File: config.mk
export PLATFORM = sky130hd
export DESIGN_NAME = pm_watchdog
export DESIGN_NICKNAME = d
export VERILOG_FILES = /design/src/rtl/pm_wdog_pkg.sv /design/src/rtl/pm_wdog_unlock.sv /design/src/rtl/pm_wdog_gate.sv /design/src/rtl/pm_wdog_core.sv /design/src/rtl/pm_watchdog.sv
export SDC_FILE = /design/constraint.sdc
export NUM_CORES = 1
export LEC_CHECK = 0
export BUFFER_PORTS_ARGS = -buffer_cell sky130_fd_sc_hd__buf_2
export CORE_MARGIN = 3
export CORE_UTILIZATION = 55
export CTS_BUF_LIST = sky130_fd_sc_hd__clkbuf_8
export DETAILED_ROUTE_END_ITERATION = 10
export GPL_TIMING_DRIVEN = 0
export PLACE_DENSITY = 0.83
export SKIP_LAST_GASP = 1
export SLEW_MARGIN = 15
export SYNTH_ARGS = -nofsm -noshare
export SYNTH_HDL_FRONTEND = slang
export SYNTH_SLANG_ARGS = --single-unit
File: constraint.sdc
create_clock -name clk -period 7.3 [get_ports clk]
set_clock_uncertainty 0.05 [all_clocks]
set_input_delay 1.095 -clock clk [delete_from_list [all_inputs] [get_ports clk]]
set_output_delay 1.095 -clock clk [all_outputs]
set_load 0.01 [all_outputs]
File: src/rtl/pm_wdog_pkg.sv
// Shared constants for the power-mode-gated watchdog.
// Assumes an 8-bit register write data path.
package pm_wdog_pkg;
    localparam int unsigned REG_W  = 8;
    localparam int unsigned SEL_W  = 3;
    localparam logic [REG_W-1:0] UNLOCK_FIRST  = 8'h1E;
    localparam logic [REG_W-1:0] UNLOCK_SECOND = 8'hE1;
endpackage

File: src/rtl/pm_wdog_unlock.sv
// Restart-sequence detector: flags a restart when the first key is
// followed, as the very next write, by the second key.
// Assumes writes are single-cycle strobes; idle cycles between writes
// do not break the sequence.
module pm_wdog_unlock
    import pm_wdog_pkg::*;
(
    input  logic             clk,
    input  logic             rst_n,
    input  logic             wr_en,
    input  logic [REG_W-1:0] wr_data,
    output logic             svc_ok
);
    logic stage_q;

    // Remember whether the most recent write was the first key.
    always_ff @(posedge clk) begin
        if (!rst_n) begin
            stage_q <= 1'b0;
        end else if (wr_en) begin
            stage_q <= (wr_data == UNLOCK_FIRST);
        end
    end

    // A restart is the second key arriving while the first is pending.
    always_comb begin
        svc_ok = wr_en && stage_q && (wr_data == UNLOCK_SECOND);
    end
endmodule

File: src/rtl/pm_wdog_gate.sv
// Power-mode gate: decides on which clocks the watchdog may count.
// Freezes during power-down and holds off after an interrupt wake
// until the wake line is released. Idle does not gate counting.
module pm_wdog_gate (
    input  logic clk,
    input  logic rst_n,
    input  logic armed,
    input  logic mc_tick,
    input  logic pd_mode,
    input  logic idle_mode,
    input  logic wake_n,
    output logic count_en
);
    logic hold_q;

    // Latch a wake request seen in power-down until the line goes high.
    always_ff @(posedge clk) begin
        if (!rst_n) begin
            hold_q <= 1'b0;
        end else begin
            hold_q <= (pd_mode || hold_q) && !wake_n;
        end
    end

    // Count only armed machine cycles outside power-down and wake hold.
    always_comb begin
        count_en = armed && mc_tick && !pd_mode && !hold_q;
    end

    // a wake seen in power-down keeps counting off while the line stays low.
    p_wake_hold_r9: assert property (@(posedge clk) disable iff (!rst_n)
        ($past(pd_mode) && !$past(wake_n) && !wake_n) |-> !count_en);

    // idle never suppresses counting.
    p_idle_runs_r10: assert property (@(posedge clk) disable iff (!rst_n)
        (idle_mode && !pd_mode && !hold_q && armed && mc_tick) |-> count_en);
endmodule

File: src/rtl/pm_wdog_core.sv
// Watchdog counter and reset pulse generator. Terminal counts are
// 2^(BASE_LOG2+code)-1 counted cycles; on expiry a PULSE_LEN-clock
// pulse is driven, after which the count restarts from zero.
// Assumes count_en is already gated by arming and power mode.
module pm_wdog_core
    import pm_wdog_pkg::*;
#(
    parameter int unsigned BASE_LOG2 = 14,
    parameter int unsigned PULSE_LEN = 96
) (
    input  logic             clk,
    input  logic             rst_n,
    input  logic             count_en,
    input  logic             svc_ok,
    input  logic [SEL_W-1:0] sel,
    output logic             armed,
    output logic             wdt_rst
);
    localparam int unsigned SEL_N  = 1 << SEL_W;
    localparam int unsigned CNT_W  = BASE_LOG2 + SEL_N - 1;
    localparam int unsigned PCNT_W = (PULSE_LEN > 1) ? $clog2(PULSE_LEN) : 1;

    logic [CNT_W-1:0]  cnt_q;
    logic [PCNT_W-1:0] pcnt_q;
    logic              pulse_q;
    logic              armed_q;
    logic [CNT_W:0]    last_before [SEL_N];
    logic              fire;
    logic              pulse_end;

    // One-less-than-terminal value for each select code.
    for (genvar g = 0; g < SEL_N; g++) begin : g_term
        assign last_before[g] = (CNT_W+1)'((64'd1 << (BASE_LOG2 + g)) - 64'd2);
    end

    // Expiry on the counted cycle that reaches the terminal value.
    always_comb begin
        fire      = count_en && !pulse_q && ({1'b0, cnt_q} >= last_before[sel]);
        pulse_end = pulse_q && (pcnt_q == PCNT_W'(PULSE_LEN - 1));
    end

    // Arming: set by the first restart, cleared only by hardware reset.
    always_ff @(posedge clk) begin
        if (!rst_n) begin
            armed_q <= 1'b0;
        end else if (svc_ok) begin
            armed_q <= 1'b1;
        end
    end

    // Main count: restart and pulse end clear it, pulse freezes it.
    always_ff @(posedge clk) begin
        if (!rst_n) begin
            cnt_q <= '0;
        end else if (svc_ok || pulse_end) begin
            cnt_q <= '0;
        end else if (count_en && !pulse_q && !fire) begin
            cnt_q <= cnt_q + CNT_W'(1);
        end
    end

    // Pulse generator: fixed-length reset output after expiry.
    always_ff @(posedge clk) begin
        if (!rst_n) begin
            pulse_q <= 1'b0;
            pcnt_q  <= '0;
        end else if (fire) begin
            pulse_q <= 1'b1;
            pcnt_q  <= '0;
        end else if (pulse_end) begin
            pulse_q <= 1'b0;
        end else if (pulse_q) begin
            pcnt_q <= pcnt_q + PCNT_W'(1);
        end
    end

    assign armed   = armed_q;
    assign wdt_rst = pulse_q;

    // a restart leaves the count at zero and the watchdog armed.
    p_svc_clears_r4: assert property (@(posedge clk) disable iff (!rst_n)
        svc_ok |=> (cnt_q == '0) && armed_q);

    // no pulse while disarmed.
    p_disarmed_quiet_r1: assert property (@(posedge clk) disable iff (!rst_n)
        !armed_q |-> !wdt_rst);

    // the count is zero when the pulse ends.
    p_restart_after_pulse_r6: assert property (@(posedge clk) disable iff (!rst_n)
        $fell(wdt_rst) |-> (cnt_q == '0));

    // a pulse never lasts a single clock.
    p_pulse_min_r6: assert property (@(posedge clk) disable iff (!rst_n)
        $rose(wdt_rst) |=> wdt_rst);
endmodule

File: src/rtl/pm_watchdog.sv
// Top level: timeout select register, restart detector, power-mode
// gate and counter core. Assumes a synchronous active-low reset and
// a machine-cycle enable from the surrounding clocking logic.
module pm_watchdog
    import pm_wdog_pkg::*;
#(
    parameter int unsigned BASE_LOG2 = 14,
    parameter int unsigned PULSE_LEN = 96
) (
    input  logic             clk,
    input  logic             rst_n,
    input  logic             mc_tick,
    input  logic             sel_we,
    input  logic [REG_W-1:0] sel_wdata,
    output logic [SEL_W-1:0] sel_code,
    input  logic             svc_we,
    input  logic [REG_W-1:0] svc_wdata,
    input  logic             pd_mode,
    input  logic             idle_mode,
    input  logic             wake_n,
    output logic             wdt_rst
);
    logic [SEL_W-1:0] sel_q;
    logic             svc_ok;
    logic             armed;
    logic             count_en;
    logic             sel_hi_unused;

    assign sel_hi_unused = ^sel_wdata[REG_W-1:SEL_W];

    // Timeout select register; reserved upper bits are dropped.
    always_ff @(posedge clk) begin
        if (!rst_n) begin
            sel_q <= '0;
        end else if (sel_we) begin
            sel_q <= sel_wdata[SEL_W-1:0];
        end
    end

    assign sel_code = sel_q;

    pm_wdog_unlock u_unlock (
        .clk     (clk),
        .rst_n   (rst_n),
        .wr_en   (svc_we),
        .wr_data (svc_wdata),
        .svc_ok  (svc_ok)
    );

    pm_wdog_gate u_gate (
        .clk       (clk),
        .rst_n     (rst_n),
        .armed     (armed),
        .mc_tick   (mc_tick),
        .pd_mode   (pd_mode),
        .idle_mode (idle_mode),
        .wake_n    (wake_n),
        .count_en  (count_en)
    );

    pm_wdog_core #(
        .BASE_LOG2 (BASE_LOG2),
        .PULSE_LEN (PULSE_LEN)
    ) u_core (
        .clk      (clk),
        .rst_n    (rst_n),
        .count_en (count_en),
        .svc_ok   (svc_ok),
        .sel      (sel_q),
        .armed    (armed),
        .wdt_rst  (wdt_rst)
    );

    // a select write shows its low bits on the next cycle.
    p_sel_write_r3: assert property (@(posedge clk) disable iff (!rst_n)
        sel_we |=> (sel_code == $past(sel_wdata[SEL_W-1:0])));

    // no pulse can begin out of a power-down cycle.
    p_no_fire_pd_r8: assert property (@(posedge clk) disable iff (!rst_n)
        pd_mode |=> !$rose(wdt_rst));
endmodule

; Word-level counts from Yosys, hierarchy flattened
; Memory sizes are Yosys's and may differ from the RTL's.
; Index checks and enable logic that the tools add are counted.
[word_totals]
ff_bits = 35
romBits = 176
input_bits = 24
out_inout_bits = 4
elab_cells = 43
memories = 1
[classes]
n_addsub = 2
order_cmp = 2
n_eq_ne = 3
muxes = 4
bitwise = 3
n_reduce_logical = 21
[mem_list]
columns = name, words, word_bits, read_ports, rd_clocked_by_memory_dff, wr, line_no
row1 = (name not given), 8, 22, 1, 0, 0, pm_wdog_core.sv:38  ; fire = count_en && !pulse_q && ({1'b0, cnt_q} >= last_before[sel]);
[ops]
columns = operator, count
row1 = 2-to-1 mux 22 bit, 2
row2 = >= comparator 21 x 22 -> 1 bit, 1
row3 = adder 21 x 1 -> 21 bit (second input constant), 1
row4 = logical AND 1 bit, 10
row5 = equality test 8 x 5 -> 1 bit (second input constant), 1
row6 = equality test 8 bit (second input constant), 1
row7 = adder 7 x 1 -> 7 bit (second input constant), 1
row8 = equality test 7 bit (second input constant), 1
row9 = zero test 1 bit, 5
row10 = >= comparator 4 bit (second input constant), 1
row11 = inverter 3 -> 4 bit, 1
row12 = OR reduction 2 bit, 2
row13 = logical OR 1 bit, 2
row14 = 2-to-1 mux 1 bit, 2
row15 = inverter 1 bit, 2
row16 = AND reduction 2 bit, 1
row17 = nonzero test 2 bit, 1

; Longest topological paths before layout
[depth]
word_depth = 8
ltp_mapped = 11
mapped_depth_nobuf = 7

; Modules after synthesis
; A second synthesis with hierarchy kept.
[hier_totals]
hier_cells = 217
hier_area_um2 = 1891.8
[by_module_without_submodules]
columns = mod, n_inst, cells_per_inst, area_each_um2, seq_area_each_um2
row1 = pm_wdog_core, 1, 196, 1657.8, 600.6
row2 = pm_watchdog, 1, 9, 108.9, 60.1
row3 = pm_wdog_unlock, 1, 8, 87.6, 20.0
row4 = pm_wdog_gate, 1, 4, 37.5, 20.0

; Worst setup path after synthesis
; No wires, ideal clock.
[synth_timing]
kind = input to register
start = input port pd_mode
end = register u_core.cnt_q[5]
setup_ps = 70
arrival_time_ps = 2714
required_ps = 7180
setup_slack_ps = 4465
cell_stages = 7
path_buffers = 2
cell_sequence = nor2_2 -> nand4_2 -> or4_1 -> buf_2 -> buf_6 -> or4_1 -> a21oi_1
[synth_between]
elab_chain_len = 7
[synth_rtl]
columns = element, line_no
row1 = start: declaration, pm_watchdog.sv:18  ; input logic pd_mode,
row2 = zero test 1 bit (*), pm_wdog_gate.sv:27  ; count_en = armed && mc_tick && !pd_mode && !hold_q;
row3 = logical AND 1 bit (*) (2 in series), pm_wdog_gate.sv:27
row4 = logical AND 1 bit (*), "pm_wdog_core.sv:38, pm_wdog_core.sv:57"
row5 = logical AND 1 bit, pm_wdog_core.sv:38
row6 = zero test 1 bit, pm_wdog_core.sv:57  ; end else if (count_en && !pulse_q && !fire) begin
row7 = logical AND 1 bit (*), pm_wdog_core.sv:57
row8 = end signal: assignment, pm_wdog_core.sv:58  ; cnt_q <= cnt_q + CNT_W'(1);
row9 = end: declaration, pm_wdog_core.sv:23  ; logic [CNT_W-1:0] cnt_q;
; Mark *: on every way between the ends. The rest lies on a longest branch, timed or not.
; A chain may end at the register's enable or synchronous reset.

; Final worst setup path
[layout_timing]
start = register sel_q[2] (netlist: sel_code[2])
end = register u_core.cnt_q[19]
[layout_between]
elab_chain_len = 8
[layout_rtl]
columns = element, line_no
row1 = start: declaration, pm_watchdog.sv:23  ; logic [SEL_W-1:0] sel_q;
row2 = start signal: assignment, pm_watchdog.sv:36  ; sel_q <= sel_wdata[SEL_W-1:0];
row3 = inverter 3 -> 4 bit (implied by the code), pm_wdog_core.sv:38
row4 = memory (8 x 22 bit), -
row5 = 2-to-1 mux 22 bit (implied by the code) (2 in series), pm_wdog_core.sv:38
row6 = >= comparator 21 x 22 -> 1 bit, pm_wdog_core.sv:38
row7 = logical AND 1 bit, pm_wdog_core.sv:38
row8 = zero test 1 bit, pm_wdog_core.sv:57
row9 = logical AND 1 bit, pm_wdog_core.sv:57
; No other way between the ends. The select of a mux whose other input is x is not followed.

==> metrics.cfg <==
[drt]
wl_met2_um=2010
wirelength_um=4240
drc=0
antenna_left=0
avgViaCountPerCell=6.11
firstDrtPassIters=4
num_vias=1802
wl_met3_um=224
top_layer_used=met4
first_iter_violations=137
drt-met1-wl_um=1940
post_drt_wl_per_cell_um=14.4

[floorplanning]
die_w_um=64.7
ioPinCount=28
core_area_um2=3180
initial_core_util_pct=59.5
fp.dieH_um=64.7
row_count=20
dieArea_um2=4180

[finish]
fin_cells=295
layout_commonest_cell=dfxtp_1
area_growth_pct=12.3
drive_above_1_share_pct=13.9
final_util_pct=66.9
fin_area_um2=2120
nets=286
antenna_cells=0
final_cell_mix=35 x dfxtp_1, 25 x a21oi_1, 24 x buf_2

[sta]
fin_crit_sh_pct=41.4
maxSlewViolCount=0
finalSetupViolCount=0
setup_tns_ns=0
fin_crit_ns=3.02
slew_headroom_pct=62.1
max_freq_mhz=331
fin_ws_ns=4.28
tightest_slew_ns=0.566
grt_setup_unrepaired=false
final_hold_viol_count=0
hold_slack_ns=0.436

[grt]
grt_pass1_wl_um=7400
grt.overflow.total=0
grt_max_degree=11
grt_usage_pct=22.3
antenna_found_initial=0
grt_pass1_vias=1656

[yosys]
synth_fa_ha_area_share_pct=6.61
yosys.area.top_type=dfxtp_1
netlist_area_um2=1890
synthXorXnorAreaFrac_pct=2.31
synth.distinct_cells=39
netlist_instances=224
synth_top_family_by_area=simple AND/OR/NAND/NOR gates
synthSimpleGateAreaFrac_pct=30.2
synthMuxAreaShare_pct=2.12
yosysSeqAreaShare_pct=37.0
synth.avg_cell_area_um2=8.45
synth.top_cell.area_share_pct=37.0
yosysWarnings=0
synth_nets=258
yosys_register_bits=35
synthTopCellsByArea=dfxtp_1 37%, a21oi_1 6.6%, ha_1 6.6%
synth_compound_area_share_pct=17.6

[clock_tree]
clock_sinks=35
clock_path_buffers=2
clk_latency_ns=0.29
tritoncts=yes
clk_pin_slew_ns=0.07
cts-root-buf=clkbuf_8
numCtsBuffers=5
cts-hold-fix-buffers=0
cts-htree-levels=2
cts_resized=0
postCtsSetupBuffers=0

[power]
powerDensity_nw_per_um2=159
p_leak_nw=0.746
finalPower_uw=338
vdd_ir_drop_max_uv=117

[hold_path]
hold_path_class=reg2reg

[critical_path]
arrival_ns=3.18
critPathLaunchType=flip-flop
path_max_fanout=10
critPathCaptureType=flip-flop
critPathKind=reg2reg
r2r_setup_slack_ns=4.28
worstPathRequired_ns=7.46

[placement]
dp_slack_ns=4.11
dp_hpwl_um=3030
placed_area_um2=2050
gp_congestion=0.817
portBuffers=21
dp_cells=289

[run_status]
status=finished, final reports clean

[run]
cap_violations=0

-- layer usage --
metal,global-route usage (%),vias up
li1,-,908
met1,28.7,844
met2,35.2,41
met3,5.89,9
met4,9.50,0
met5,0,-
-- power breakdown --
part           total [mW]  internal [mW]  switching, mW
Sequential          0.194          0.192        0.00134
Combinational      0.0181        0.00805         0.0100
Clock               0.126         0.0621         0.0642
-- registers in the layout, indices dropped and copies added, names as in the netlist --
signal            cells
sel_code              3
u_core.armed          1
u_core.cnt_q         21
u_core.pcnt_q         7
u_core.wdt_rst        1
u_gate.hold_q         1
u_unlock.stage_q      1
-- synthesized netlist by cell type (all sizes together) --
| cell | number |
|---|---|
| a41o | 1 |
| nand4b | 2 |
| nor4 | 1 |
| o21ai | 9 |
| or2 | 2 |
| ha | 10 |
| and4b | 1 |
| nor2 | 11 |
| nand3 | 11 |
| a2111oi | 1 |
| dfxtp | 35 |
| or3 | 7 |
| o211ai | 1 |
| a311oi | 1 |
| nand2 | 9 |
| and3 | 5 |
| nand2b | 1 |
| xnor2 | 1 |
| buf | 6 |
| nor2b | 1 |
| and2 | 4 |
| xor2 | 4 |
| o31ai | 12 |
| nor3 | 12 |
| or4 | 14 |
| o21a | 3 |
| mux2i | 4 |
| and4 | 2 |
| nor4b | 1 |
| a21oi | 26 |
| nand4 | 13 |
| a31oi | 1 |
| clkbuf | 7 |
| inv | 5 |
-- cells by family (layout without fill, tap and decap cells) --
group,Yosys count,count (layout)
xor+xnor,5,5
flops,35,35
mux,4,4
buf+inv,18,45
simple gates,97,97
fa+ha+maj,10,10
compound gates,55,55
-- worst paths after layout --
path / start / depth (start not counted) / to
min reg2reg: u_core.cnt_q[7] / 2 / u_core.cnt_q[7]
min: u_core.cnt_q[7] / 2 / u_core.cnt_q[7]
max: sel_code[2] / 10 / u_core.cnt_q[19]
max reg2reg: sel_code[2] / 10 / u_core.cnt_q[19]
-- critical path, stage by stage (launching register included) --
cell	delay, ns
dfxtp_1	0.32
clkbuf_1	0.26
nand3_1	0.12
ha_1	0.32
a21oi_1	0.15
o211ai_1	0.18
or4_1	0.51
buf_2	0.18
clkbuf_1	0.27
or3_1	0.41
a21oi_1	0.17
-- cell type report --
class                      count  area (um^2)
sequential                    35          701
timing repair buffer          21          105
inverter                       5         18.8
clock buffer                   5         68.8
fill                         294         1050
multi-input combinational    171         1110
clock inverter                 1         3.75
tap                           44         55.1
buffer                        13         60.1
Note: power is estimated with default switching activity, not from simulation.
